==> config.mk <==
export PLATFORM = sky130hd
export DESIGN_NAME = rmac_unit
export DESIGN_NICKNAME = d
export VERILOG_FILES = /design/src/rtl/rmac_pkg.sv /design/src/rtl/rmac_digit_mul.sv /design/src/rtl/rmac_seq.sv /design/src/rtl/rmac_datapath.sv /design/src/rtl/rmac_unit.sv
export SDC_FILE = /design/constraint.sdc
export NUM_CORES = 1
export LEC_CHECK = 0
export BUFFER_PORTS_ARGS = -buffer_cell sky130_fd_sc_hd__buf_2
export CAP_MARGIN = 20
export CELL_PAD_IN_SITES_DETAIL_PLACEMENT = 1
export CELL_PAD_IN_SITES_GLOBAL_PLACEMENT = 1
export CORE_MARGIN = 2
export CORE_UTILIZATION = 40
export CTS_CLUSTER_SIZE = 25
export DETAILED_ROUTE_END_ITERATION = 10
export MAX_ROUTING_LAYER = met4
export PLACE_DENSITY_LB_ADDON = 0.1
export SETUP_SLACK_MARGIN = 0.02
export SYNTH_ARGS = -nofsm -noshare
export SYNTH_HDL_FRONTEND = slang
export SYNTH_SLANG_ARGS = --single-unit
export TNS_END_PERCENT = 5
==> constraint.sdc <==
create_clock -name clk_i -period 4.52 [get_ports clk_i]
set_input_delay 0 -clock clk_i [delete_from_list [all_inputs] [get_ports clk_i]]
set_output_delay 0 -clock clk_i [all_outputs]
set_load 0.01 [all_outputs]
==> src/rtl/rmac_pkg.sv <==
package rmac_pkg;

   typedef enum logic [0:0] {
      MUL_DIRECT   = 1'b0,
      MUL_SHIFTADD = 1'b1
   } mul_style_e;

   function automatic int steps_for(input int mcand_w, input int digit_w);
      return mcand_w / digit_w;
   endfunction

   function automatic int cnt_bits(input int max_steps);
      int b;
      b = 1;
      while ((1 << b) <= max_steps) b++;
      return b;
   endfunction

endpackage

==> src/rtl/rmac_digit_mul.sv <==
module rmac_digit_mul #(
   parameter int                   MCAND_W   = 24,
   parameter int                   DIGIT_W   = 4,
   parameter rmac_pkg::mul_style_e MUL_STYLE = rmac_pkg::MUL_DIRECT,
   localparam int                  PROD_W    = MCAND_W + DIGIT_W
) (
   input  logic [DIGIT_W-1:0] digit_i,
   input  logic [MCAND_W-1:0] mcand_i,
   output logic [PROD_W-1:0]  prod_o
);

   generate
      if (MUL_STYLE == rmac_pkg::MUL_DIRECT) begin : g_direct
         always_comb prod_o = PROD_W'(digit_i) * PROD_W'(mcand_i);
      end else begin : g_shiftadd
         logic [PROD_W-1:0] part [DIGIT_W];
         for (genvar j = 0; j < DIGIT_W; j++) begin : g_part
            always_comb part[j] = digit_i[j] ? (PROD_W'(mcand_i) << j) : '0;
         end
         always_comb begin
            prod_o = '0;
            for (int k = 0; k < DIGIT_W; k++) prod_o = prod_o + part[k];
         end
      end
   endgenerate

endmodule

==> src/rtl/rmac_seq.sv <==
module rmac_seq #(
   parameter int  MAX_STEPS = 6,
   localparam int CNT_W     = rmac_pkg::cnt_bits(MAX_STEPS)
) (
   input  logic             clk_i,
   input  logic             rst_i,
   input  logic             load_i,
   input  logic             step_i,
   input  logic [CNT_W-1:0] steps_i,
   output logic             step_en_o,
   output logic             done_o
);

   logic [CNT_W-1:0] remain_q;
   logic [CNT_W-1:0] steps_sat;

   always_comb begin
      steps_sat = (steps_i > CNT_W'(MAX_STEPS)) ? CNT_W'(MAX_STEPS) : steps_i;
      step_en_o = step_i && !load_i && (remain_q != '0);
   end

   always_ff @(posedge clk_i) begin
      if (rst_i) begin
         remain_q <= '0;
         done_o   <= 1'b0;
      end else if (load_i) begin
         remain_q <= steps_sat;
         done_o   <= (steps_sat == '0);
      end else if (step_en_o) begin
         remain_q <= remain_q - 1'b1;
         done_o   <= (remain_q == CNT_W'(1));
      end
   end

endmodule

==> src/rtl/rmac_datapath.sv <==
module rmac_datapath #(
   parameter int                   MCAND_W   = 24,
   parameter int                   DIGIT_W   = 4,
   parameter rmac_pkg::mul_style_e MUL_STYLE = rmac_pkg::MUL_DIRECT,
   localparam int                  ACC_W     = 2 * MCAND_W,
   localparam int                  PROD_W    = MCAND_W + DIGIT_W
) (
   input  logic               clk_i,
   input  logic               rst_i,
   input  logic               load_i,
   input  logic               step_en_i,
   input  logic [MCAND_W-1:0] mplier_i,
   input  logic [MCAND_W-1:0] mcand_i,
   output logic [ACC_W-1:0]   acc_o
);

   logic [PROD_W-1:0] prod;
   logic [PROD_W-1:0] sum;

   rmac_digit_mul #(
      .MCAND_W  (MCAND_W),
      .DIGIT_W  (DIGIT_W),
      .MUL_STYLE(MUL_STYLE)
   ) u_mul (
      .digit_i(acc_o[DIGIT_W-1:0]),
      .mcand_i(mcand_i),
      .prod_o (prod)
   );

   always_comb sum = PROD_W'(acc_o[ACC_W-1:MCAND_W]) + prod;

   always_ff @(posedge clk_i) begin
      if (rst_i) begin
         acc_o <= '0;
      end else if (load_i) begin
         acc_o <= {{MCAND_W{1'b0}}, mplier_i};
      end else if (step_en_i) begin
         acc_o <= {sum, acc_o[MCAND_W-1:DIGIT_W]};
      end
   end

endmodule

==> src/rtl/rmac_unit.sv <==
module rmac_unit #(
   parameter int                   MCAND_W   = 24,
   parameter int                   DIGIT_W   = 4,
   parameter rmac_pkg::mul_style_e MUL_STYLE = rmac_pkg::MUL_DIRECT,
   localparam int                  ACC_W     = 2 * MCAND_W,
   localparam int                  MAX_STEPS = rmac_pkg::steps_for(MCAND_W, DIGIT_W),
   localparam int                  CNT_W     = rmac_pkg::cnt_bits(MAX_STEPS)
) (
   input  logic               clk_i,
   input  logic               rst_i,
   input  logic               load_i,
   input  logic               step_i,
   input  logic [CNT_W-1:0]   steps_i,
   input  logic [MCAND_W-1:0] mplier_i,
   input  logic [MCAND_W-1:0] mcand_i,
   output logic [ACC_W-1:0]   acc_o,
   output logic               done_o
);

   initial begin
      assert (DIGIT_W > 0 && MCAND_W % DIGIT_W == 0)
         else $error("rmac_unit: MCAND_W must be a multiple of DIGIT_W");
      assert (MCAND_W > DIGIT_W)
         else $error("rmac_unit: MCAND_W must exceed DIGIT_W");
   end

   logic step_en;

   rmac_seq #(
      .MAX_STEPS(MAX_STEPS)
   ) u_seq (
      .clk_i    (clk_i),
      .rst_i    (rst_i),
      .load_i   (load_i),
      .step_i   (step_i),
      .steps_i  (steps_i),
      .step_en_o(step_en),
      .done_o   (done_o)
   );

   rmac_datapath #(
      .MCAND_W  (MCAND_W),
      .DIGIT_W  (DIGIT_W),
      .MUL_STYLE(MUL_STYLE)
   ) u_dp (
      .clk_i    (clk_i),
      .rst_i    (rst_i),
      .load_i   (load_i),
      .step_en_i(step_en),
      .mplier_i (mplier_i),
      .mcand_i  (mcand_i),
      .acc_o    (acc_o)
   );

endmodule

# --- Word-level counts from Yosys, hierarchy flattened ---
# Cells that the tools add are included.
word_totals:
  register_bits: 52
  latch_bits: 0
  ramBits: 0
  romBits: 0
  output_inout_bits: 49
  n_memories: 0
op_classes:
  add_sub_neg: 2
  mul: 1
  div: 0
  order_cmp: 1
  eq_ne: 1
  n_shift: 0
  mux: 7
  n_bitwise: 0
  reduce_logical: 7
op_table:
  columns: ["cell", "n"]
  rows:
  - ["24-bit two-way mux", 2]
  - ["24-bit by 28-bit adder with 28-bit output", 1]
  - ["4-bit by 24-bit multiplier with 28-bit output", 1]
  - ["3-bit two-way mux", 3]
  - ["3-bit by 1-bit equality test with 1-bit output (second input constant)", 1]
  - ["3-bit > comparator (second input constant)", 1]
  - ["3-bit zero test", 1]
  - ["3-bit nonzero test", 1]
  - ["3-bit by 1-bit subtractor with 3-bit output (second input constant)", 1]
  - ["1-bit logical AND", 2]
  - ["1-bit two-way mux", 2]
  - ["2-bit nonzero test", 1]
  - ["2-bit OR reduction", 1]
  - ["1-bit zero test", 1]

# --- Depth between registers and ports, before layout ---
# Gate-level depths: netlist of run 1.
depth:
  word_depth: 5
  depth_mapped: 16
  mapped_depth_nobuf: 15

# --- Hierarchy ---
# Synthesis of run 1 repeated with hierarchy kept, for this count alone.
unflattened:
  hier_cells: 859
  hier_area_um2: 6653.9
by_module_without_submodules:
  columns: ["mod", "n_inst", "cells_per_inst", "area_each_um2", "seq_area_each_um2"]
  rows:
  - ["rmac_datapath", 1, 396, 3218.1, 960.9]
  - ["rmac_digit_mul", 1, 429, 3153.0, 0.0]
  - ["rmac_seq", 1, 34, 282.8, 80.1]

# --- Least setup slack after synthesis of run 1 ---
# OpenSTA, ideal clock, no wires.
synth_timing:
  kind: "reg2reg"
  start: "register u_dp.acc_o[2]"
  end: "register u_dp.acc_o[41]"
  setup_time_ns: 0.130
  arrival_time_ns: 3.963
  required_time_ns: 4.390
  path_slack_ns: 0.427
  stages_incl_launch_ff: 16
  n_path_buf: 1
  cell_sequence: "dfxtp_1 > clkbuf_1 > and2_1 > fa_1 > fa_1 > inv_1 > fa_1 > inv_1 > ha_1 > and3_1 > a221oi_2 > a211o_1 > a211oi_4 > nor2_2 > mux2i_1 > o22ai_1"
synth_via:
  elab_chain_len: 2
synth_rtl:
  columns: ["element", "line_no", "rtl"]
  rows:
  - ["from (decl)", "rmac_datapath.sv:14", "output logic [ACC_W-1:0] acc_o"]
  - ["from (signal assigned)", "rmac_datapath.sv:36", "acc_o <= {{MCAND_W{1'b0}}, mplier_i};"]
  - ["from (signal assigned)", "rmac_datapath.sv:38", "acc_o <= {sum, acc_o[MCAND_W-1:DIGIT_W]};"]
  - ["4-bit by 24-bit multiplier with 28-bit output", "rmac_digit_mul.sv:14", "always_comb prod_o = PROD_W'(digit_i) * PROD_W'(mcand_i);"]
  - ["24-bit by 28-bit adder with 28-bit output", "rmac_datapath.sv:30", "always_comb sum = PROD_W'(acc_o[ACC_W-1:MCAND_W]) + prod;"]
# No other way between the ends.
# A chain may end at the register's enable or synchronous reset.

# --- Worst setup path after layout of run 1 ---
layout_timing:
  start: "register u_dp.acc_o[3]"
  end: "register u_dp.acc_o[47]"
# Same word-level chain as after synthesis.

==> impl_results.rst, run 1 <==
.. list-table::
   :header-rows: 1

   * - Metric
     - Value
   * - Post-detailed-route via-to-cell ratio
     - 5.26
   * - Die Ht
     - 126 um
   * - Post-Route M1 WL
     - 8210 um
   * - Critical R2R Capture
     - u_dp.acc_o[47]
   * - Worst Skew
     - 0.00381 ns
   * - Internal power component
     - 0.919 mW
   * - CP Launch Type
     - flop
   * - Leak
     - 3.50 nW
   * - Per-cell routed wire length
     - 17.4 um
   * - Cell row count
     - 44
   * - RePlAce Congestion
     - 0.892
   * - Antenna fix cells
     - 0
   * - Wire length after detailed routing
     - 18600 um
   * - Peak supply drop
     - 0.167 mV
   * - Count of clock tree sinks
     - 52
   * - Highest fanout seen on the critical path
     - 12
   * - Headroom to the max-slew limit
     - 33.5%
   * - Clk_lat worst skew
     - 0.31 ns
   * - Start point of the critical path
     - u_dp.acc_o[3]
   * - Pin count of the biggest net entering global routing
     - 61
   * - Final setup vio count
     - 0
   * - Number of cells traversed by the worst register-to-register path
     - 13
   * - Max-cap viol count
     - 0
   * - Fraction of layout instances using a drive strength above 1
     - 15.9%
   * - Leading cell type in the layout, fill and taps excluded
     - inv_1
   * - Number of library cell types mapped by synthesis
     - 51
   * - Fraction of power spent switching nets
     - 38.9%
   * - Final Max Tran Viols
     - 0
   * - Post-route core utilization
     - 49.0%
   * - Top-level port count
     - 104
   * - Number of buffers created by CTS
     - 5
   * - Biggest area consumer among synthesized cells
     - fa_1
   * - Top area cells in the synthesized netlist
     - fa_1 (23%), dfxtp_1 (18%), and2_1 (9.5%)
   * - Post-DP HPWL
     - 14300 um
   * - Cells traversed along the worst timing path
     - buf_4 -> and2_1 -> fa_1 -> fa_1 -> inv_1 -> fa_1 -> inv_1 -> ha_1 -> nand4_1 -> or3_1 -> o311ai_1 -> xnor2_1 -> o21ai_1
   * - Number of global-route vias before repair
     - 6095
   * - Syn_area_per_cell
     - 7.74 um2
   * - Clock tree from TritonCTS
     - built
   * - Syn nets
     - 929
   * - Clock root buffer
     - clkbuf_16
   * - PortBufs
     - 103
   * - Share of power burned in combinational logic
     - 39.1%
   * - Async SR Flop Fraction
     - 0%
   * - DRC errors left
     - 0
   * - Fill cell count
     - 1852
   * - Max clock buf depth
     - 2
   * - Dominant cell type by count on the critical path
     - fa_1
   * - Final hold violation count
     - 0
   * - Post-layout net count
     - 1047
   * - Global-route wire length before repair
     - 31200 um
   * - Share of power burned in the clock network
     - 27.3%
   * - Total global routing track utilization
     - 24.9%
   * - Worst Hold Slack
     - 0.186 ns
   * - Worst-Margin Slew
     - 0.997 ns
   * - Summed instance area of the synthesized netlist
     - 5940 um2
   * - Maximum clock rate
     - 236 MHz
   * - Arrival @ worst endpoint
     - 4.42 ns
   * - Min-Delay Path Class
     - primary input to flop
   * - Total power of the final layout
     - 1.50 mW
   * - Violation count after the first detailed-routing iteration
     - 168
   * - Fraction of synthesized cell area taken by the top area cell type
     - 22.6%
   * - Flop pwr share
     - 33.6%
   * - Chip Width
     - 126 um
   * - Met3 WL post-DR
     - 511 um
   * - Post-synth top flop
     - dfxtp_1
   * - Number of setup buffers added after CTS
     - 0
   * - Most used cells in the layout excluding fill and tap cells
     - inv_1 (117), buf_2 (103), nand2_1 (99)
   * - Yosys synthesis warning count
     - 0
   * - Worst reg2reg startpoint
     - u_dp.acc_o[3]
   * - Core Footprint
     - 14500 um2
   * - Total Die Area
     - 15800 um2
   * - Number of routed nets with antenna violations
     - 0
   * - Register bit total from synthesis
     - 52
   * - Power dissipated by switching net loads
     - 0.585 mW
   * - Kind of cell adding the most delay to the critical path
     - adder cells
   * - CP endpoint kind
     - flop
   * - Critical path's slowest cell
     - fa_1
   * - Max incr delay on CP
     - 0.49 ns
   * - Total via count after detailed routing
     - 5631
   * - Count of flip-flops with a built-in enable after synthesis
     - 0
   * - CTS H-tree lvls
     - 2
   * - Worst setup slack for register-to-register paths
     - 0.28 ns
   * - Congestion Overflow GR
     - 0
   * - Critical path data required time
     - 4.70 ns
   * - Share of the cycle needed by the critical path after routing
     - 93.8%
   * - Portion of the post-synthesis area used by sequential elements
     - 17.5%
   * - Final critical delay including setup and external delays
     - 4.24 ns
   * - Type of the worst setup path
     - flop to flop
   * - Highest metal layer with signal wires
     - met4
   * - Destination of the worst hold path
     - u_dp.acc_o[10]
   * - Clock slew at reported path FFs
     - 0.08 ns
   * - Total met2 wirelength after detailed routing
     - 9450 um
   * - Router iterations before antenna repair
     - 4
   * - Unrepaired setup endpoints after global routing
     - false
   * - Number of instances on the worst hold path
     - 2
   * - Hold Startpoint
     - rst_i
   * - Antenna violations before repair
     - 0
   * - Initial Util
     - 40.9%
   * - Outcome
     - finished, final reports clean
   * - Post-Synthesis Cells
     - 768
   * - Area overhead of the layout relative to synthesis
     - 19.9%
   * - Buf/Inv on CP
     - 3
   * - Power density over the cells
     - 211 nW/um2
[per-layer routing]
metal	up-vias	global-route usage (%)
li1	2677	-
met1	2817	30.8
met4	0	6.14
met5	-	-
met2	105	43.2
met3	32	3.31
[worst max path at each step]
stage                           endpoint  slack [ns]  cells past startpoint
after CTS                 u_dp.acc_o[43]        0.09                     14
final                     u_dp.acc_o[47]        0.28                     13
after detailed placement  u_dp.acc_o[43]       -0.05                     14
after global routing      u_dp.acc_o[47]        0.04                     13
after floorplan           u_dp.acc_o[41]        0.43                     15
after global placement    u_dp.acc_o[43]        0.03                     14
[synthesized netlist by cell type (all sizes together) (5+ instances only)]
cell and instances:
a21o 5, a21oi 86, a31oi 6, and2 90
buf 5, clkbuf 27, dfxtp 52, fa 67
ha 39, inv 118, mux2i 5, nand2 99
nand3 10, nor2 51, nor3 7, o21ai 30
xnor2 13, xor2 8
[flip-flops by register name (all words and copies together), names as in the netlist]
| name | flops |
|---|---|
| u_seq.remain_q | 3 |
| u_dp.acc_o | 48 |
| u_seq.done_o | 1 |
[per-stage QoR]
stage | instances | setup slack, ns | instance area [um2] | setup TNS [ns]
after floorplan | 768 | 0.427 | 5940 | 0
after global placement | 1036 | 0.0277 | 6680 | 0
after detailed placement | 1036 | -0.0519 | 6680 | -0.0714
after CTS | 1071 | 0.0859 | 7100 | 0
after global routing | 1071 | 0.0364 | 7120 | 0
final | 1071 | 0.280 | 7120 | 0
[power by group through the flow]
stage                     registers (mW)  logic, mW  clock network, mW
after global placement             0.515      0.550                  0
final                              0.506      0.588              0.410
after floorplan                    0.516      0.376                  0
after global routing               0.510      0.666              0.442
after CTS                          0.506      0.589              0.426
after detailed placement           0.516      0.566                  0
[kinds of logic (layout without fill, tap and decap cells)]
family | after synthesis | count (layout) | share of synthesized area, %
AND/OR/NAND/NOR | 279 | 279 | 22.9
AO/OA/AOI/OAI | 155 | 155 | 15.3
buffers and inverters | 150 | 269 | 9.52
adder cells (fa/ha/maj) | 106 | 106 | 30.8
flip-flops | 52 | 52 | 17.5
XOR/XNOR | 21 | 21 | 3.09
multiplexers | 5 | 5 | 0.842
[worst reg2reg max path, stage by stage, from the launching register on]
cell and delay, ns:
dfxtp_2 0.47, buf_4 0.25, and2_1 0.17, fa_1 0.43
fa_1 0.49, inv_1 0.05, fa_1 0.48, inv_1 0.04
ha_1 0.46, nand4_1 0.26, or3_1 0.46, o311ai_1 0.34
xnor2_1 0.16, o21ai_1 0.08
[area by class of cell]
class | instances | area [um2] | share of cell area [%]
clock buffer | 5 | 125 | 1.76
clock inverter | 3 | 22.5 | 0.316
inverter | 118 | 443 | 6.22
multi-input combinational | 566 | 4370 | 61.3
sequential | 52 | 1050 | 14.7
tap | 184 | 230 | 3.23
timing repair buffer | 143 | 883 | 12.4
[what timing repair did]
| action | 4_1_cts | 5_1_grt |
|---|---|---|
| endpoints found under the setup margin | 4 | 6 |
| gates resized for setup | 3 | 6 |
| hold buffers | 27 | 0 |
| pin swaps | 0 | 0 |
| endpoints found under the hold margin | 27 | 0 |
(Power assumes the default switching activity.)
==> inputs of run 2 (changes only) <==
SETUP_SLACK_MARGIN = 0.4   (was 0.02)
==> run 2 against run 1 <==
Fmax increased by 1.8%. First-iteration DRC count up 33%. Die area did not move. Core utilization up 3.7 points. Register-to-register slack improved by 0.07 ns. Clock power increased by 1%. Largest cell class unchanged. Cell area grew 7.6%. Critical path type unchanged. Non-clock buffer count is 16 higher. Worst setup slack improved by 0.073 ns. Combinational power grew 21%. Via count grew 2.0%.
==> impl_results.rst, run 2 (synthesis results as in run 1) <==
.. list-table::
   :header-rows: 1

   * - Metric
     - Value
   * - Outcome
     - finished, final reports clean
   * - Pin count of the biggest net entering global routing
     - 61
   * - Top register by number of flip-flops
     - u_dp.acc_o
   * - Headroom to the max-slew limit
     - 33.9%
   * - Area overhead of the layout relative to synthesis
     - 29.0%
   * - Total via count after detailed routing
     - 5745
   * - Fraction of power spent switching nets
     - 39.1%
   * - Per-cell routed wire length
     - 18.5 um
   * - Type of the worst setup path
     - flop to flop
   * - Total global routing track utilization
     - 25.1%
   * - Global-route wire length before repair
     - 31400 um
   * - Worst reg2reg startpoint
     - u_dp.acc_o[1]
   * - Pre-CTS WS
     - -0.0519 ns
   * - Fin worst setup slack
     - 0.354 ns
   * - DRC errors left
     - 0
   * - Leading cell type in the layout, fill and taps excluded
     - inv_1
   * - Peak supply drop
     - 0.169 mV
   * - Clock root buffer
     - clkbuf_16
   * - Post-route core utilization
     - 52.8%
   * - Non-filler instance count after layout
     - 1087
   * - Fraction of layout instances using a drive strength above 1
     - 22.9%
   * - PortBufs
     - 103
   * - Clk_lat worst skew
     - 0.31 ns
   * - Maximum clock rate
     - 240 MHz
   * - Share of power burned in combinational logic
     - 43.7%
   * - Clock slew at reported path FFs
     - 0.08 ns
   * - Critical R2R Capture
     - u_dp.acc_o[41]
   * - Unrepaired setup endpoints after global routing
     - true
   * - Final Max Tran Viols
     - 0
   * - Antenna violations before repair
     - 0
   * - Clock tree from TritonCTS
     - built
   * - Power density over the cells
     - 213 nW/um2
   * - Total met2 wirelength after detailed routing
     - 10600 um
   * - Share of power burned in the clock network
     - 25.4%
   * - Worst-Margin Slew
     - 0.992 ns
   * - Count of clock tree sinks
     - 52
   * - Number of instances on the worst hold path
     - 2
   * - Post-layout net count
     - 1063
   * - Final critical delay including setup and external delays
     - 4.17 ns
   * - Number of routed nets with antenna violations
     - 0
   * - Core Footprint
     - 14500 um2
   * - Placed cells
     - 1036
   * - Initial Util
     - 40.9%
   * - Registers with the most flip-flops
     - u_dp.acc_o (48), u_seq.remain_q (3), u_seq.done_o (1)
   * - Max-cap viol count
     - 0
   * - Final hold violation count
     - 0
   * - Met3 WL post-DR
     - 588 um
   * - Most used cells in the layout excluding fill and tap cells
     - inv_1 (114), buf_2 (103), nand2_1 (96)
   * - Min-Delay Path Class
     - primary input to flop
   * - Router iterations before antenna repair
     - 4
   * - Flip-flop count of the largest register, all copies and words added
     - 48
   * - Antenna fix cells
     - 0
   * - Violation count after the first detailed-routing iteration
     - 224
   * - Highest metal layer with signal wires
     - met4
   * - Post-detailed-route via-to-cell ratio
     - 5.29
   * - Leak
     - 3.61 nW
   * - Number of cells traversed by the worst register-to-register path
     - 15
   * - Die Ht
     - 126 um
   * - Worst setup slack for register-to-register paths
     - 0.35 ns
   * - Power dissipated by switching net loads
     - 0.639 mW
   * - Final setup vio count
     - 0
   * - Flop pwr share
     - 30.9%
   * - Placement-stage cell area
     - 6680 um2
   * - Chip Width
     - 126 um
   * - CTS H-tree lvls
     - 2
   * - Max clock buf depth
     - 2
   * - Final design instance area without fill
     - 7670 um2
   * - Post-Route M1 WL
     - 8490 um
   * - Wire length after detailed routing
     - 20100 um
   * - Highest fanout seen on the critical path
     - 6
   * - End point of the critical path
     - u_dp.acc_o[41]
   * - Congestion Overflow GR
     - 0
   * - CP endpoint kind
     - flop
   * - Number of global-route vias before repair
     - 6121
   * - Share of the cycle needed by the critical path after routing
     - 92.2%
   * - Post-DP HPWL
     - 14300 um
   * - Start point of the critical path
     - u_dp.acc_o[1]
   * - Number of buffers created by CTS
     - 5
   * - Internal power component
     - 0.994 mW
   * - Arrival @ worst endpoint
     - 4.34 ns
   * - Worst Skew
     - 0.00307 ns
   * - RePlAce Congestion
     - 0.892
   * - Top-level port count
     - 104
   * - CP Launch Type
     - flop
   * - Total Die Area
     - 15800 um2
   * - Critical path data required time
     - 4.69 ns
   * - Cell row count
     - 44
-- run 2: layout make-up --
| type | count | area [um2] |
|---|---|---|
| fillers | 1806 | 6870 |
| multi-input cells | 566 | 4750 |
| flip-flops and latches | 52 | 1050 |
| repair buffers | 159 | 1050 |
| inverters | 118 | 443 |
| well taps | 184 | 230 |
| clock buffers | 5 | 125 |
| clock inverters | 3 | 22.5 |
-- run 2: routing by layer --
layer | vias to the layer above | track usage, %
li1 | 2713 | -
met1 | 2886 | 31.0
met2 | 110 | 43.6
met3 | 36 | 3.31
met4 | 0 | 5.82
met5 | - | -
-- run 2: worst min-delay path by stage --
stage | endpoint | slack, ns | startpoint
2_1_floorplan | u_dp.acc_o[22] | 0.14 | mplier_i[22]
3_3_place_gp | u_dp.acc_o[4] | 0.23 | mplier_i[4]
3_5_place_dp | u_dp.acc_o[5] | 0.24 | mplier_i[5]
4_1_cts | u_dp.acc_o[6] | 0.18 | rst_i
5_1_grt | u_seq.remain_q[0] | 0.22 | rst_i
6_report | u_dp.acc_o[10] | 0.18 | rst_i
-- run 2: timing repair --
item,CTS,global route
endpoints found under the setup margin,18,14
endpoints found under the hold margin,27,0
pin swaps,2,55
cloned,0,1
hold buffers,27,0
gates resized for setup,15,77
buffers inserted,0,15
-- run 2: power groups by stage --
| stage | sequential, mW | clock, mW | combinational (mW) |
|---|---|---|---|
| final | 0.505 | 0.415 | 0.713 |
| after global routing | 0.508 | 0.444 | 0.793 |
| after CTS | 0.505 | 0.426 | 0.595 |
| after detailed placement | 0.516 | 0 | 0.566 |
| after global placement | 0.515 | 0 | 0.550 |
| after floorplan | 0.516 | 0 | 0.376 |
-- run 2: per-stage QoR --
stage	TNS, ns	power [mW]	hold slack [ns]
after CTS	0	1.53	0.184
after detailed placement	-0.0714	1.08	0.241
final	0	1.63	0.177
after global routing	0	1.74	0.217
after global placement	0	1.06	0.228
after floorplan	0	0.892	0.140
-- run 2: critical path, cell delays in order (launching register included) --
cell and delay, ns:
dfxtp_4 0.39, buf_8 0.15, and2_4 0.14, fa_1 0.47, fa_1 0.50, inv_1 0.05
fa_1 0.51, inv_1 0.07, ha_4 0.30, o21a_1 0.18, o211ai_1 0.17, a211o_1 0.36
a211oi_4 0.38, nor2_2 0.09, mux2i_1 0.16, o22ai_1 0.08
